`config.mk`:
```
export PLATFORM = sky130hd
export DESIGN_NAME = beam_cmd_engine
export DESIGN_NICKNAME = d
export VERILOG_FILES = /design/src/rtl/bce_pkg.sv /design/src/rtl/bce_decode.sv /design/src/rtl/bce_beam_cmp.sv /design/src/rtl/bce_ptr.sv /design/src/rtl/beam_cmd_engine.sv
export SDC_FILE = /design/constraint.sdc
export NUM_CORES = 1
export LEC_CHECK = 0
export ABC_AREA = 1
export CORE_MARGIN = 4
export CORE_UTILIZATION = 35
export DETAILED_ROUTE_END_ITERATION = 7
export PLACE_DENSITY = 0.6
export REMOVE_ABC_BUFFERS = 1
export SYNTH_ARGS = -nofsm -noshare
export SYNTH_HDL_FRONTEND = slang
export SYNTH_SLANG_ARGS = --single-unit
```
`constraint.sdc`:
```
create_clock -name clk -period 5.3 [get_ports clk]
set_clock_uncertainty 0.15 [all_clocks]
set_input_delay 1.59 -clock clk [delete_from_list [all_inputs] [get_ports clk]]
set_output_delay 1.59 -clock clk [all_outputs]
set_load 0.1 [all_outputs]
```
`src/rtl/bce_pkg.sv`:
```
package bce_pkg;
    localparam int WORD_W = 16;
    localparam int VPOS_W = 8;
    localparam int HPOS_W = 8;
    // horizontal position is compared at half resolution (bit 0 dropped)
    localparam int KEY_W  = VPOS_W + HPOS_W - 1;

    typedef enum logic [2:0] {
        ST_IDLE,
        ST_LOAD_A,
        ST_LOAD_B,
        ST_EXEC,
        ST_WAIT
    } seq_state_e;

    typedef struct packed {
        logic             is_move;
        logic             is_skip;
        logic             blit_ignore;
        logic [KEY_W-1:0] target;
        logic [KEY_W-1:0] mask;
    } cmd_fields_t;
endpackage

```
`src/rtl/bce_decode.sv`:
```
module bce_decode
    import bce_pkg::*;
#(
    parameter int RAW = 8
) (
    input  logic [WORD_W-1:0] word_a,
    input  logic [WORD_W-1:0] word_b,
    output cmd_fields_t       fields,
    output logic [RAW-1:0]    reg_addr
);
    always_comb begin
        fields.is_move     = ~word_a[0];
        fields.is_skip     = word_b[0];
        fields.blit_ignore = word_b[WORD_W-1];
        fields.target      = word_a[WORD_W-1:1];
        fields.mask        = {1'b1, word_b[WORD_W-2:1]};
        reg_addr           = word_a[RAW:1];
    end
endmodule

```
`src/rtl/bce_beam_cmp.sv`:
```
module bce_beam_cmp #(
    parameter int KW = 15
) (
    input  logic [KW-1:0] beam_key,
    input  logic [KW-1:0] target,
    input  logic [KW-1:0] mask,
    output logic          reached
);
    logic [KW-1:0] beam_m;
    logic [KW-1:0] targ_m;

    always_comb begin
        beam_m  = beam_key & mask;
        targ_m  = target & mask;
        reached = (beam_m >= targ_m);
    end
endmodule

```
`src/rtl/bce_ptr.sv`:
```
module bce_ptr #(
    parameter int AW = 16
) (
    input  logic          clk,
    input  logic          rst_n,
    input  logic          load,
    input  logic [AW-1:0] base,
    input  logic          step,
    input  logic          jump,
    output logic [AW-1:0] ptr
);
    localparam logic [AW-1:0] ONE_WORD = AW'(1);
    localparam logic [AW-1:0] ONE_CMD  = AW'(2);

    always_ff @(posedge clk or negedge rst_n) begin
        if (!rst_n)
            ptr <= '0;
        else if (load)
            ptr <= base;
        else if (step)
            ptr <= ptr + ONE_WORD;
        else if (jump)
            ptr <= ptr + ONE_CMD;
    end
endmodule

```
`src/rtl/beam_cmd_engine.sv`:
```
module beam_cmd_engine
    import bce_pkg::*;
#(
    parameter int AW  = 16,
    parameter int RAW = 8
) (
    input  logic              clk,
    input  logic              rst_n,
    input  logic              frame_start,
    input  logic [AW-1:0]     list_base,
    input  logic [VPOS_W-1:0] beam_v,
    input  logic [HPOS_W-1:0] beam_h,
    input  logic              blit_busy,
    output logic              mem_req,
    output logic [AW-1:0]     mem_addr,
    input  logic              mem_grant,
    input  logic [WORD_W-1:0] mem_rdata,
    output logic              reg_we,
    output logic [RAW-1:0]    reg_addr,
    output logic [WORD_W-1:0] reg_wdata
);
    seq_state_e        state;
    seq_state_e        state_nx;
    logic [WORD_W-1:0] word_a;
    logic [WORD_W-1:0] word_b;
    cmd_fields_t       fields;
    logic [RAW-1:0]    dec_addr;
    logic [KEY_W-1:0]  beam_key;
    logic              pos_reached;
    logic              cond_met;
    logic [AW-1:0]     ptr;
    logic              take_word;
    logic              skip_taken;

    bce_decode #(.RAW(RAW)) u_dec (
        .word_a   (word_a),
        .word_b   (word_b),
        .fields   (fields),
        .reg_addr (dec_addr)
    );

    assign beam_key = {beam_v, beam_h[HPOS_W-1:1]};

    bce_beam_cmp #(.KW(KEY_W)) u_cmp (
        .beam_key (beam_key),
        .target   (fields.target),
        .mask     (fields.mask),
        .reached  (pos_reached)
    );

    assign cond_met   = pos_reached & (fields.blit_ignore | ~blit_busy);
    assign take_word  = mem_req & mem_grant & ~frame_start;
    assign skip_taken = (state == ST_EXEC) & ~fields.is_move & fields.is_skip
                        & cond_met & ~frame_start;

    bce_ptr #(.AW(AW)) u_ptr (
        .clk   (clk),
        .rst_n (rst_n),
        .load  (frame_start),
        .base  (list_base),
        .step  (take_word),
        .jump  (skip_taken),
        .ptr   (ptr)
    );

    // command word capture
    always_ff @(posedge clk or negedge rst_n) begin
        if (!rst_n) begin
            word_a <= '0;
            word_b <= '0;
        end else if (take_word) begin
            if (state == ST_LOAD_A)
                word_a <= mem_rdata;
            else
                word_b <= mem_rdata;
        end
    end

    // state register
    always_ff @(posedge clk or negedge rst_n) begin
        if (!rst_n)
            state <= ST_IDLE;
        else
            state <= state_nx;
    end

    // transitions
    always_comb begin
        state_nx = state;
        if (frame_start) begin
            state_nx = ST_LOAD_A;
        end else begin
            unique case (state)
                ST_IDLE:   state_nx = ST_IDLE;
                ST_LOAD_A: if (mem_grant) state_nx = ST_LOAD_B;
                ST_LOAD_B: if (mem_grant) state_nx = ST_EXEC;
                ST_EXEC: begin
                    if (fields.is_move || fields.is_skip || cond_met)
                        state_nx = ST_LOAD_A;
                    else
                        state_nx = ST_WAIT;
                end
                ST_WAIT:   if (cond_met) state_nx = ST_LOAD_A;
                default:   state_nx = ST_IDLE;
            endcase
        end
    end

    // outputs
    always_comb begin
        mem_req   = (state == ST_LOAD_A) || (state == ST_LOAD_B);
        mem_addr  = ptr;
        reg_we    = (state == ST_EXEC) && fields.is_move;
        reg_addr  = dec_addr;
        reg_wdata = word_b;
    end
endmodule

```
* After elaboration in Yosys (flattened, before gate mapping)
Index checks and enable logic that the tools add are counted.
** Cells by class
- Add/sub/neg operators :: 2
- $mul :: 0
- Divide/modulo/power cells :: 0
- $lt $le $gt $ge :: 1
- Equality and inequality tests :: 7
- Shift-type cells :: 0
- Multiplexer cells :: 9
- Bitwise operators :: 14
- Reductions and logical operators :: 8
** Operators by type and width (count)
- 16-bit two-way mux :: 3
- 15-bit AND :: 2
- 16-bit by 1-bit adder with 16-bit output (second input constant) :: 1
- 16-bit by 2-bit adder with 16-bit output (second input constant) :: 1
- 15-bit >= comparator :: 1
- 3-bit two-way mux :: 5
- 3-bit case mux with 4 select lines :: 1
- 3-bit inequality test (second input constant) :: 3
- 1-bit AND :: 7
- 3-bit by 2-bit == test with 1-bit output (second input constant) :: 2
- 1-bit inverter :: 4
- 2-bit AND reduction :: 2
- 3-bit by 1-bit == test with 1-bit output (second input constant) :: 1
- 3-bit == test (second input constant) :: 1
- 1-bit logical OR :: 3
- 3-bit AND reduction :: 1
- 3-bit nonzero test :: 1
- 1-bit logical AND :: 1
- 1-bit OR :: 1
** Storage, ports and cells
- Bits in registers :: 51
- Bits in latches :: 0
- Memory bits (writable) :: 0
- Bits in read-only memories :: 0
- Bits of input ports :: 53
- Output and inout port bits :: 42
- Logic and storage cells :: 45
- Memories kept :: 0

* Depth between registers and ports, before layout
- Word-level depth :: 8
- Depth in mapped cells :: 15
- Mapped depth without buffers :: 15

* Modules after synthesis
A second synthesis with hierarchy kept.
** Unflattened totals
- Cells, all modules :: 504
- Area total of the unflattened synthesis :: 3713.6 um^2
** Modules (own cells, without submodules)
- beam_cmd_engine :: instances 1, cells each 161, area an instance 1620.3 um^2
- bce_ptr :: instances 1, cells each 197, area an instance 1244.9 um^2
- bce_beam_cmp :: instances 1, cells each 104, area an instance 540.5 um^2
- bce_decode :: instances 1, cells each 42, area an instance 307.8 um^2

* Worst setup path after synthesis
No wires, ideal clock.
- Path type :: reg2out
- From :: register state[0]
- To :: output reg_we
- Arrival :: 1.918 ns
- Required time :: 3.560 ns
- Path slack :: 1.642 ns
- Stages on the path, launching flop included :: 5
- Path buffers :: 0
- Path through :: dfrtp_1 > inv_2 > nor3_2 > inv_1 > nor2_1
** Between the ends
- Longest elaborated chain between the ends :: 2
** RTL lines
- start, declared :: line beam_cmd_engine.sv:22 : seq_state_e state;
- start signal, assigned :: line beam_cmd_engine.sv:84 : state <= state_nx;
- 3-bit by 2-bit == test with 1-bit output :: line beam_cmd_engine.sv:113 : reg_we = (state == ST_EXEC) && fields.is_move;
- 1-bit logical AND :: line beam_cmd_engine.sv:113
- end, declared :: line beam_cmd_engine.sv:18 : output logic reg_we,
No other way between the ends.

* Final worst setup path
Same ends and word-level chain as after synthesis.

==> metrics.cfg <==
[yosys]
synthTopCellsByArea=dfrtp_1 (34%), nand2_1 (16%), inv_1 (5.8%), ha_1 (5.7%), buf_4 (5.3%)
synth.avg_cell_area_um2=7.37
synth_seq_area_share_pct=34.4
syn_area_um2=3710
synth_edf_count=0
yosysTopAreaCell=dfrtp_1
yosysMostFrequentCell=nand2_1
synth_seq_cells=51
netlist_instances=504
ys_warn_count=0
synth_top_flop_cell=dfrtp_1
synthArstFlopShare_pct=100
ys_types=32
yosysTopAreaCellShare_pct=34.4
yosys-top-cells-count=nand2_1 (158), inv_1 (57), dfrtp_1 (51)

[clock_network]
clk_pin_slew_ps=100
cts_hold_buf=0
cts_made_buffers=5
cts_tree=done
cts_setup_buffers=0
clockBufferDepth=2
cts_sinks=51
root_buffer=clkbuf_8
ctsResizeCount=0
cts_htree_levels=2
worst_skew_pair.late_latency_ps=310

[die]
rows=37
start_util_pct=36.0
die_h_um=111
coreArea_um2=10300
die_area_um2=12300
ioPinCount=95
die_w_um=111

[layout]
drive_gt1_share_pct=11.6
syn_to_final_growth_pct=25.1
finalNonFillerCells=707
n_antenna_cell=0
fin_nets=640

[setup_path]
critical-path-max-stage-delay_ps=1150
cp.required_ps=3560
startpoint_type=flop
worst_path_max_delay_cell=clkdlybuf4s50_1
critPathArrivalTime_ps=2310
crit_chain=inv_2 > nor3_2 > inv_1 > nor2_1 > clkdlybuf4s50_1
endpoint_kind=output pin
worstPathMaxFanout=3
criticalPathCategory=reg -> out

[flow_run]
cap_violations=0

[sta]
holdWs_ps=343
relSlewSlack_pct=31.4
slew_violations=0
fin_crit_sh_pct=76.4
fmax_mhz=247
period_minus_slack_ps=4050
finalSetupViolations=0
fin_ws_ps=1250
hold_viol=0
finalSetupTns_ps=0
rsz0062_at_grt=false
worstMarginPinSlew_ps=1030

[place]
dp_slack_ps=1430
place.gp.congestion=0.877
dp.cells=699
dp_hpwl_mm=7.04
io_buffers=93

[grt]
grt_max_degree=52
grt_pass1_wl_mm=15.6
grt.overflow.total=0
grtUsageTotal_pct=15.1
grt_pass1_vias=3227
antenna_found_initial=0

[power]
p_leak_nw=2.26
powerDensity_nw_per_um2=596
p_total_w=0.00277
ir_worst_vdd_mv=0.317

[routing]
routed_via_density=4.61
drt-total-wl_mm=9.28
drc=0
drt_iter0_drc=164
detail_route.first_pass.iterations=4
wl_per_cell_um=13.1
dr_total_vias=3256
ant_nets=0

[min_path]
hold_class=reg -> reg

[status]
outcome=complete, no violations

-- stage by stage --
step	cell area, µm²	util, %
after floorplan	3420	-
after global placement	4560	44.1
after detailed placement	4560	44.1
after CTS	4650	45.0
after global routing	4650	45.0
final	4650	45.0
-- worst max-delay path, delay by kind of cell (launching register included) --
kind / cells / cell delay [ps]
simple gates: 2 / 290
flops: 1 / 410
buf+inv: 3 / 1300
-- state kept, by name (all words and copies together) (netlist names) --
| signal | count |
|---|---|
| state | 3 |
| word_a | 16 |
| u_ptr.ptr | 16 |
| reg_wdata | 16 |
-- area by class of cell --
class | instances | area [µm²]
inverter | 63 | 236
sequential | 51 | 1280
clock inverter | 2 | 16.3
clock buffer | 6 | 72.6
timing repair buffer | 98 | 963
fill | 1043 | 5680
tap | 136 | 170
multi-input combinational | 351 | 1910
-- power by group --
group / leakage (nW) / total, W / internal (W) / switching (W)
registers: 0.633 / 0.000701 / 0.000538 / 0.000163
clock network: 0.0418 / 0.000237 / 0.0000954 / 0.000142
logic: 1.58 / 0.00183 / 0.000481 / 0.00135
total: 2.26 / 0.00277 / 0.00111 / 0.00165
-- layout by cell type, fill, tap and decap left out, drive strengths merged --
cell type / Yosys / routed
nor3: 5 / 5
o21ai: 46 / 46
a21oi: 8 / 8
mux2i: 1 / 1
or2: 8 / 8
nand4: 2 / 2
ha: 17 / 17
nor2: 28 / 28
and2: 1 / 1
nand2: 169 / 169
nand3: 41 / 41
xnor2: 5 / 5
xor2: 16 / 16
inv: 63 / 64
clkbuf: 3 / 6
o211ai: 4 / 4
clkdlybuf4s50: 0 / 92
dfrtp: 51 / 51
clkinvlp: 0 / 1
buf: 36 / 6
-- kinds of logic after synthesis --
group                    after synthesis  synth area share, %
AND/OR/NAND/NOR                      254                 30.7
adder cells (fa/ha/maj)               17                 5.73
flip-flops                            51                 34.4
XOR/XNOR                              21                 4.95
multiplexers                           1                0.269
buffers and inverters                102                 14.2
AO/OA/AOI/OAI                         58                 9.80
-- per-layer routing --
metal / GRT usage (%) / up-vias / routed length, µm
met5: 0 / - / 0
met4: 3.73 / 0 / 76
met3: 2.13 / 5 / 280
met2: 25.1 / 58 / 4590
met1: 20.7 / 1511 / 4340
li1: - / 1682 / -
-- worst paths after layout --
kind                                  to  cells past startpoint  slack, ps          start
max                               reg_we                      5       1250       state[0]
min                           word_a[14]                      2        340     word_a[14]
max reg2reg                 u_ptr.ptr[9]                     14       3010  reg_wdata[13]
min reg2reg                   word_a[14]                      2        340     word_a[14]
max in group asynchronous  reg_wdata[15]                      2       3300          rst_n
min in group asynchronous   reg_wdata[6]                      2       1230          rst_n
Power figures use the tool's default switching activity.
